===== src/rtl/cobs_enc_pkg.sv =====
// Shared types for the zero-free frame encoder.
package cobs_enc_pkg;

    // Encoder phase: gather input, send code byte, send body, send delimiter
    typedef enum logic [1:0] {
        ST_TAKE  = 2'd0,
        ST_CODE  = 2'd1,
        ST_BODY  = 2'd2,
        ST_DELIM = 2'd3
    } enc_state_t;

    localparam logic [7:0] FRAME_DELIM = 8'h00;

endpackage


===== src/rtl/cobs_seg_buffer.sv =====
// Segment store: holds the non-zero bytes of the segment being gathered.
// One write port and one asynchronous read port. Assumes the controller
// never writes and reads the same entry in the same cycle (the two phases
// never overlap). Contents are not reset; the controller's fill count
// alone decides which entries are valid.
module cobs_seg_buffer #(
    parameter int DEPTH  = 254,
    parameter int ADDR_W = 8
) (
    input  logic              clk,
    input  logic              wr_en,
    input  logic [ADDR_W-1:0] wr_addr,
    input  logic [7:0]        wr_data,
    input  logic [ADDR_W-1:0] rd_addr,
    output logic [7:0]        rd_data
);

    logic [7:0] mem [DEPTH];

    // Store an accepted non-zero byte
    always_ff @(posedge clk) begin
        if (wr_en) begin
            mem[wr_addr] <= wr_data;
        end
    end

    // Present the byte being sent
    assign rd_data = mem[rd_addr];

endmodule


===== src/rtl/cobs_enc_ctrl.sv =====
// Encoder control: counts the open segment, decides when it closes, then
// walks the code byte, the buffered body and the delimiter out of the
// output port. Input is accepted only in the gathering phase, so the output
// side never sees a combinational path from s_valid, and the input side
// never sees one from m_ready.
module cobs_enc_ctrl
    import cobs_enc_pkg::*;
#(
    parameter int SEG_MAX = 254,
    parameter int CNT_W   = 8,
    parameter int ADDR_W  = 8
) (
    input  logic              clk,
    input  logic              rst_n,
    input  logic [7:0]        s_data,
    input  logic              s_keep,
    input  logic              s_valid,
    output logic              s_ready,
    input  logic              s_last,
    input  logic              s_user,
    output logic [7:0]        m_data,
    output logic              m_valid,
    input  logic              m_ready,
    output logic              m_last,
    output logic              m_user,
    output logic              wr_en,
    output logic [ADDR_W-1:0] wr_addr,
    output logic [ADDR_W-1:0] rd_addr,
    input  logic [7:0]        rd_data
);

    enc_state_t       state_q;
    logic [CNT_W-1:0] cnt_q;    // bytes in the open segment
    logic [CNT_W-1:0] rd_q;     // next body byte to send
    logic             pend_q;   // an end-of-frame segment is still owed
    logic             more_q;   // after this segment, another one is owed
    logic             eof_q;    // the frame's last beat has been taken
    logic             user_q;   // side flag of the last beat

    logic take;
    logic nz_byte;
    logic seg_end;

    // Decode the accepted beat and the end of the segment being sent
    always_comb begin
        take    = s_valid && (state_q == ST_TAKE);
        nz_byte = take && s_keep && (s_data != 8'h00);
        seg_end = m_ready &&
                  (((state_q == ST_CODE) && (cnt_q == '0)) ||
                   ((state_q == ST_BODY) && ((rd_q + CNT_W'(1)) == cnt_q)));
    end

    // Phase sequencing, segment count and end-of-frame bookkeeping
    always_ff @(posedge clk) begin
        if (!rst_n) begin
            state_q <= ST_TAKE;
            cnt_q   <= '0;
            rd_q    <= '0;
            pend_q  <= 1'b1;
            more_q  <= 1'b0;
            eof_q   <= 1'b0;
            user_q  <= 1'b0;
        end else begin
            case (state_q)
                ST_TAKE: begin
                    if (take) begin
                        if (s_last) begin
                            eof_q  <= 1'b1;
                            user_q <= s_user;
                        end
                        if (nz_byte) begin
                            cnt_q  <= cnt_q + CNT_W'(1);
                            pend_q <= 1'b1;
                            if (cnt_q == CNT_W'(SEG_MAX - 1) || s_last) begin
                                state_q <= ST_CODE;
                                more_q  <= 1'b0;
                            end
                        end else if (s_keep) begin
                            state_q <= ST_CODE;
                            more_q  <= 1'b1;
                        end else if (s_last) begin
                            state_q <= pend_q ? ST_CODE : ST_DELIM;
                            more_q  <= 1'b0;
                        end
                    end
                end
                ST_CODE: begin
                    if (m_ready && cnt_q != '0) begin
                        state_q <= ST_BODY;
                        rd_q    <= '0;
                    end
                end
                ST_BODY: begin
                    if (m_ready) begin
                        rd_q <= rd_q + CNT_W'(1);
                    end
                end
                ST_DELIM: begin
                    if (m_ready) begin
                        state_q <= ST_TAKE;
                        eof_q   <= 1'b0;
                        pend_q  <= 1'b1;
                        user_q  <= 1'b0;
                    end
                end
                default: state_q <= ST_TAKE;
            endcase
            if (seg_end) begin
                cnt_q <= '0;
                rd_q  <= '0;
                if (!eof_q) begin
                    state_q <= ST_TAKE;
                    pend_q  <= more_q;
                end else if (more_q) begin
                    state_q <= ST_CODE;
                    more_q  <= 1'b0;
                end else begin
                    state_q <= ST_DELIM;
                end
            end
        end
    end

    // Output byte selection by phase
    always_comb begin
        case (state_q)
            ST_CODE: m_data = 8'(cnt_q) + 8'd1;
            ST_BODY: m_data = rd_data;
            default: m_data = FRAME_DELIM;
        endcase
    end

    assign s_ready = (state_q == ST_TAKE);
    assign m_valid = (state_q != ST_TAKE);
    assign m_last  = (state_q == ST_DELIM);
    assign m_user  = (state_q == ST_DELIM) && user_q;
    assign wr_en   = nz_byte;
    assign wr_addr = ADDR_W'(cnt_q);
    assign rd_addr = ADDR_W'(rd_q);

endmodule


===== src/rtl/cobs_frame_encoder.sv =====
// Zero-free frame encoder top: a segment store plus its controller.
// Assumes SEG_MAX lies in 1..254 so that every code byte fits in eight bits.
module cobs_frame_encoder #(
    parameter int SEG_MAX = 254
) (
    input  logic       clk,
    input  logic       rst_n,
    input  logic [7:0] s_data,
    input  logic       s_keep,
    input  logic       s_valid,
    output logic       s_ready,
    input  logic       s_last,
    input  logic       s_user,
    output logic [7:0] m_data,
    output logic       m_valid,
    input  logic       m_ready,
    output logic       m_last,
    output logic       m_user
);

    localparam int CNT_W  = $clog2(SEG_MAX + 1);
    localparam int ADDR_W = (SEG_MAX > 1) ? $clog2(SEG_MAX) : 1;

    logic              wr_en;
    logic [ADDR_W-1:0] wr_addr;
    logic [ADDR_W-1:0] rd_addr;
    logic [7:0]        rd_data;

    cobs_seg_buffer #(
        .DEPTH  (SEG_MAX),
        .ADDR_W (ADDR_W)
    ) i_buf (
        .clk     (clk),
        .wr_en   (wr_en),
        .wr_addr (wr_addr),
        .wr_data (s_data),
        .rd_addr (rd_addr),
        .rd_data (rd_data)
    );

    cobs_enc_ctrl #(
        .SEG_MAX (SEG_MAX),
        .CNT_W   (CNT_W),
        .ADDR_W  (ADDR_W)
    ) i_ctrl (
        .clk     (clk),
        .rst_n   (rst_n),
        .s_data  (s_data),
        .s_keep  (s_keep),
        .s_valid (s_valid),
        .s_ready (s_ready),
        .s_last  (s_last),
        .s_user  (s_user),
        .m_data  (m_data),
        .m_valid (m_valid),
        .m_ready (m_ready),
        .m_last  (m_last),
        .m_user  (m_user),
        .wr_en   (wr_en),
        .wr_addr (wr_addr),
        .rd_addr (rd_addr),
        .rd_data (rd_data)
    );

endmodule


===== config.mk =====
export PLATFORM = sky130hd
export DESIGN_NAME = cobs_frame_encoder
export DESIGN_NICKNAME = d
export VERILOG_FILES = /design/src/rtl/cobs_enc_pkg.sv /design/src/rtl/cobs_seg_buffer.sv /design/src/rtl/cobs_enc_ctrl.sv /design/src/rtl/cobs_frame_encoder.sv
export SDC_FILE = /design/constraint.sdc
export NUM_CORES = 2
export LEC_CHECK = 0
export BUFFER_PORTS_ARGS = -buffer_cell sky130_fd_sc_hd__buf_2
export CAP_MARGIN = 20
export CORE_MARGIN = 8
export CORE_UTILIZATION = 35
export DETAILED_ROUTE_END_ITERATION = 10
export GPL_TIMING_DRIVEN = 0
export PLACE_DENSITY_LB_ADDON = 0.1
export SLEW_MARGIN = 30
export SYNTH_ARGS = -nofsm -noshare
export SYNTH_HDL_FRONTEND = slang
export SYNTH_SLANG_ARGS = --single-unit

===== constraint.sdc =====
create_clock -name clk -period 3.4 [get_ports clk]
set_input_delay 0.51 -clock clk [delete_from_list [all_inputs] [get_ports clk]]
set_output_delay 0.51 -clock clk [all_outputs]
set_load 0.01 [all_outputs]

Word-level counts from Yosys, hierarchy flattened
Memories as Yosys holds them, arrays and structs flattened. A register that Yosys moved wholly into a read port is not among the register bits.
Index checks and enable logic that the tools add are counted.
W data, S select, Z words.
{"block": "word_totals", "reg_bits": 22, "ram_bits": 2032, "elab_cells": 91, "memories": 1}
{"name": "i_buf.mem", "words": 254, "width": 8, "rd": 1, "rd_ports_with_merged_regs": 1, "wr": 1, "line": "cobs_seg_buffer.sv:18", "rtl": "logic [7:0] mem [DEPTH];"}
{"block": "classes", "addsub": 2, "eq_ne": 15, "muxes": 42, "n_bitwise": 1, "n_reduce_logical": 23}
{"operator": "$mux W8", "n": 4}
{"operator": "$pmux W8 S2", "n": 2}
{"operator": "$mux W2", "n": 11}
{"operator": "$mux W1", "n": 21}
{"operator": "$add A8 B1 Y8 const B", "n": 2}
{"operator": "$reduce_bool A8 Y1", "n": 2}
{"operator": "$eq A8 B8 Y1", "n": 1}
{"operator": "$eq A8 B8 Y1 const B", "n": 1}
{"operator": "$logic_and A1 B1 Y1", "n": 8}
{"operator": "$logic_not A8 Y1", "n": 1}
{"operator": "$ne A2 B2 Y1 const B", "n": 3}
{"operator": "$ne A3 B2 Y1 const B", "n": 2}
{"operator": "$pmux W1 S2", "n": 3}
{"operator": "$pmux W2 S3", "n": 1}
{"operator": "$reduce_and A3 Y1", "n": 2}
{"operator": "$reduce_and A6 Y1", "n": 1}
{"operator": "$reduce_bool A2 Y1", "n": 3}
{"operator": "$ne A5 B2 Y1 const B", "n": 1}
{"operator": "$eq A2 B2 Y1 const B", "n": 2}
{"operator": "$ne A2 B1 Y1 const B", "n": 2}
{"operator": "$ne A4 B2 Y1 const B", "n": 1}
{"operator": "$reduce_and A4 Y1", "n": 1}
{"operator": "$reduce_bool A4 Y1", "n": 1}
{"operator": "$ne A3 B1 Y1 const B", "n": 1}
{"operator": "5 further kinds", "n": 6}

Logic depth before layout (Yosys ltp)
{"block": "logic_depth", "depth_word": 10, "ltp_mapped": 13, "ltp_nobuf": 9}

Modules after synthesis
A second synthesis with hierarchy kept.
{"block": "unflattened", "cells_unflattened": 3896, "hier_area_um2": 81353.0}
{"module": "cobs_seg_buffer", "instances": 1, "cells_each": 3666, "area_each_um2": 79501.2, "seq_area_each_um2": 61018.5}
{"module": "cobs_enc_ctrl", "instances": 1, "cells_each": 230, "area_each_um2": 1851.8, "seq_area_each_um2": 440.4}

Worst setup path before layout
OpenSTA, ideal clock, no wires.
{"block": "synth_timing", "kind": "reg2out", "startpoint": "register with a tool-made name", "endpoint": "output port m_data[0]", "arrival_ns": 2.277, "slack_ns": 0.613, "stages_incl_launch_ff": 10, "path_buffers": 4, "cell_sequence": "dfxtp_1 buf_6 buf_6 buf_6 buf_4 mux4_2 a2111oi_0 nand2_1 a21oi_1 o221ai_1"}
{"item": "end: declaration", "line": "cobs_frame_encoder.sv:14", "rtl": "output logic [7:0] m_data,"}

==> summary.md <==
The startpoint identified for the worst hold timing path is s_data[7]. Row generation in the floorplan step produced 177 rows. The final-report setup violation count came out at 20. The highest ir drop seen on vdd came out at 0.477 mV. The logs give 4,639 for the final net count and 0 for the max-cap check violation count. The die is 498 um tall. For this configuration, the core starts out at a cell density of 35.1%.

OpenSTA, run right after detailed placement, puts the worst setup slack at -3.39 ns. Dividing the detail-routed via count by the number of cells gives 6.21. The first global-routing pass estimated 484,000 um of wire. The post-route netlist has 36.7% of its cells at a drive strength greater than 1. For the number of synthesis warnings, the log shows 0.

Worst-path cell with the longest stage delay: sky130_fd_sc_hd__a2111oi_0. Between clock sinks in the finished design, the worst skew comes to 0.0381 ns. The final reports fail on negative setup slack. For the worst-skew pair, the clock arrives at the later sink with an insertion delay of 0.88 ns.

The cell count after synthesis came out at 4,046. For this design the top-level I/O count stands at 27. Compared with the post-synthesis result, the final layout area differs by 24.7%. The total leakage power came out at 31.0 nW.

The pre-antenna-repair detailed-routing pass consisted of 6 iterations. Setup repair after global routing could not meet its margin everywhere. The netlist uses 82 different library cells. The kind of launch point of the worst setup path was a flop.

Summed over all layers, the global routing overflow is 0. The final clock period utilization by the worst path is 148%, and the final routed DRC violation total is 0. In this design, the critical path's most frequently occurring cell is sky130_fd_sc_hd__buf_12.

Entering global routing, the biggest net connects 107 pins. Chip width: 498 um. The count of buffers from port buffering is 25.

The actual slew at the worst max-slew pin came out at 1.13 ns. The final max-slew violation count was 0. The congestion estimate from routability-driven global placement came to 0.973. The number of buffers inserted during clock tree synthesis was 219. The worst setup path is of the reg2out kind. The share of the core filled with cells is 43.8%. The placeable core area was 232,000 um^2. In this run the power density over the cells is 573 nW/um^2.

TritonCTS built the clock tree. The final hold violation count is 0. In the synthesized netlist the async set-or-reset flop fraction comes to 0%.

The startpoint identified for the worst register-to-register timing path is i_ctrl.wr_addr[3]. The via count of the first global-routing pass is 45,600, and the register clock-pin slew on the reported worst setup and hold paths is 0.06 ns. The die covers 248,000 um^2. The clock passes through at most 3 buffers. Clock tree synthesis selected as its root buffer the cell sky130_fd_sc_hd__clkbuf_16. The average detailed-routed wire length per instance came out at 48.7 um.

The HPWL after detailed placement is 254,000 um, and the deepest level of the CTS H-tree is 4. STA puts the critical path data required time at 2.89 ns. CTS saw 2,062 sinks.

On the worst path, the slowest cell contributes a delay of 0.87 ns. The total nets after synthesis was 4,070. The signal on the critical path passes through buf_12 > buf_12 > buf_6 > buf_8 > nand2_2 > o22ai_1 > a2111oi_0 > or3_4 > a41oi_4 > o31ai_4 > buf_2.

Counting I/O delays and the setup requirement, the final critical path takes 5.02 ns. The post-route non-filler standard cell count is 7,863, and the average cell area after synthesis is 20.1 um^2. For the worst setup path, the data arrival time is 4.51 ns. The run gives 24.6% as the relative slew slack.

The global-route usage over all layers is 29.8%. For the count of nets left with antenna violations after detail routing, the log shows 0. Of all nets on the critical path, the largest fanout is 11.

The count of flip-flops with a built-in enable after synthesis was 2,032; the final setup slack of the worst path was -1.62 ns. In this run, synthesis produced a sequential element count of 2,062. The detailed router finished its first iteration with 8,978 violations. The flow ran to the end, but the final reports show violations.

Sequential cells were found to cover 75.7% of the synthesized design area. The element type at the critical path end was an output pin. The most used flip-flop cell after synthesis is sky130_fd_sc_hd__edfxtp_1. After detailed placement, the design holds a cell count of 7,180. Derived from the worst setup path, the maximum achievable clock frequency is 0.199 GHz. The logs give 39 for the number of antenna violations at the first check in global routing and 81,400 um^2 for the post-synthesis instance area. For the smallest hold slack, the log shows 0.0436 ns. The routed layout has 48,800 vias. In this run the worst hold path is classified as in2reg. For this block, the routed nets add up to 383,000 um of wire.
## worst max-delay path: cells and delay by family, from the launching register on
| family | cells | cell delay [ns] |
|---|---|---|
| AOI/OAI and AO/OA | 4 | 1.37 |
| buffers and inverters | 5 | 1.03 |
| DFF | 1 | 0.39 |
| and+or+nand+nor | 2 | 0.73 |
## path summary, 6_finish.rpt
path	to	slack (ns)	cells after the start
hold / removal	i_buf.mem[142][7]	0.04	1
setup reg to reg	i_buf.mem[221][0]	-0.04	7
hold reg to reg	i_ctrl.user_q	0.51	2
setup / recovery	m_data[2]	-1.62	11
## cells by family (layout without fill, tap and decap cells)
group,after synthesis,after routing,share of synthesized area (%)
DFF,2062,2062,75.7
and+or+nand+nor,730,730,3.93
AOI/OAI and AO/OA,354,354,3.06
adders and majority gates,9,9,0.138
muxes,609,609,14.8
other,0,19,0
buffers and inverters,258,1013,2.14
xor gates and xnor gates,24,24,0.277
## sequential cells by signal, summed over array words and instances (netlist names), named ones only
| signal | flops |
|---|---|
| i_ctrl.pend_q | 1 |
| i_ctrl.state_q | 2 |
| i_ctrl.more_q | 1 |
| i_ctrl.wr_addr | 8 |
| i_ctrl.rd_addr | 8 |
| i_ctrl.user_q | 1 |
| i_ctrl.eof_q | 1 |
| i_buf.mem | 2032 |
## stage by stage
stage	setup TNS [ns]	cell area [um^2]	total power [mW]
after floorplan	0	81400	30.9
after global placement	-	85400	33.8
after detailed placement	-3124.58	87500	33.9
after CTS	-14.30	100000	58.0
after global routing	-11.57	102000	59.1
final	-12.52	102000	58.2
## layer usage
layer | vias up | global-route usage [%] | share of wire (%)
met5 | - | 0 | 0.027
met3 | 775 | 8.85 | 11
met1 | 26700 | 40.9 | 40
met2 | 3408 | 43.6 | 43
li1 | 17900 | - | -
met4 | 16 | 14.3 | 6.0
## cells in the mapped netlist, types with 10 or more instances
| cell | instances | area (um^2) |
|---|---|---|
| sky130_fd_sc_hd__inv_1 | 15 | 56.3 |
| sky130_fd_sc_hd__xnor2_1 | 16 | 140 |
| sky130_fd_sc_hd__edfxtp_1 | 2032 | 61000 |
| sky130_fd_sc_hd__a211oi_1 | 17 | 128 |
| sky130_fd_sc_hd__o221ai_1 | 17 | 149 |
| sky130_fd_sc_hd__a21oi_1 | 50 | 250 |
| sky130_fd_sc_hd__buf_2 | 56 | 280 |
| sky130_fd_sc_hd__mux4_2 | 433 | 9750 |
| sky130_fd_sc_hd__dfxtp_1 | 30 | 601 |
| sky130_fd_sc_hd__a31oi_1 | 29 | 181 |
| sky130_fd_sc_hd__nand4_1 | 18 | 113 |
| sky130_fd_sc_hd__buf_6 | 37 | 417 |
| sky130_fd_sc_hd__and3_1 | 17 | 106 |
| sky130_fd_sc_hd__nand2_1 | 198 | 743 |
| sky130_fd_sc_hd__mux2_2 | 13 | 146 |
| sky130_fd_sc_hd__mux2i_1 | 131 | 1310 |
| sky130_fd_sc_hd__nor4_1 | 10 | 62.6 |
| sky130_fd_sc_hd__o22ai_1 | 47 | 294 |
| sky130_fd_sc_hd__o21ai_0 | 45 | 225 |
| sky130_fd_sc_hd__buf_4 | 44 | 330 |
| sky130_fd_sc_hd__mux4_1 | 32 | 841 |
| sky130_fd_sc_hd__nor3_1 | 32 | 160 |
| sky130_fd_sc_hd__buf_8 | 10 | 150 |
| sky130_fd_sc_hd__clkbuf_1 | 76 | 285 |
| sky130_fd_sc_hd__nor2b_1 | 17 | 106 |
| sky130_fd_sc_hd__nand2b_1 | 13 | 81.3 |
| sky130_fd_sc_hd__a22oi_1 | 50 | 375 |
| sky130_fd_sc_hd__nand3_1 | 40 | 200 |
| sky130_fd_sc_hd__o211ai_1 | 18 | 135 |
| sky130_fd_sc_hd__nor2_1 | 328 | 1230 |
| sky130_fd_sc_hd__and2_1 | 19 | 119 |
## cell type report
class	instances	area [um^2]
sequential	2062	61600
timing repair buffer	350	4970
clock inverter	134	1130
multi-input combinational	1726	20500
tap	3043	3810
antenna	19	47.5
clock buffer	273	5760
buffer	238	3590
fill	20200	131000
inverter	18	101
## report_power, final
part           leakage (nW)  total [mW]  internal, mW  switching, mW
clock network          3.38        23.7          13.1           10.6
logic                  9.15        6.45          2.33           4.12
registers              18.5        28.0          28.0         0.0422
total                  31.0        58.2          43.4           14.8
## cell usage in the layout (no fill, tap or decap), types with 59 or more instances in the layout
cell type                   instances
sky130_fd_sc_hd__mux2i_1          109
sky130_fd_sc_hd__buf_12           143
sky130_fd_sc_hd__buf_16            98
sky130_fd_sc_hd__clkbuf_1          59
sky130_fd_sc_hd__buf_4            171
sky130_fd_sc_hd__clkbuf_16        229
sky130_fd_sc_hd__edfxtp_1        2032
sky130_fd_sc_hd__nor2_2            94
sky130_fd_sc_hd__nor2_4           162
sky130_fd_sc_hd__nor2_1            72
sky130_fd_sc_hd__nand2_1          172
sky130_fd_sc_hd__mux4_2           436
## repair_timing
item                                    4_1_cts  5_1_grt
hold buffers                                  3        0
cloned                                        0        4
buffers inserted                            198       54
hold endpoints to repair                     34        0
pin swaps                                    84       39
endpoints found under the setup margin     1952     1601
gates resized for setup                     824      126
Note: power is estimated with default switching activity, not from simulation.
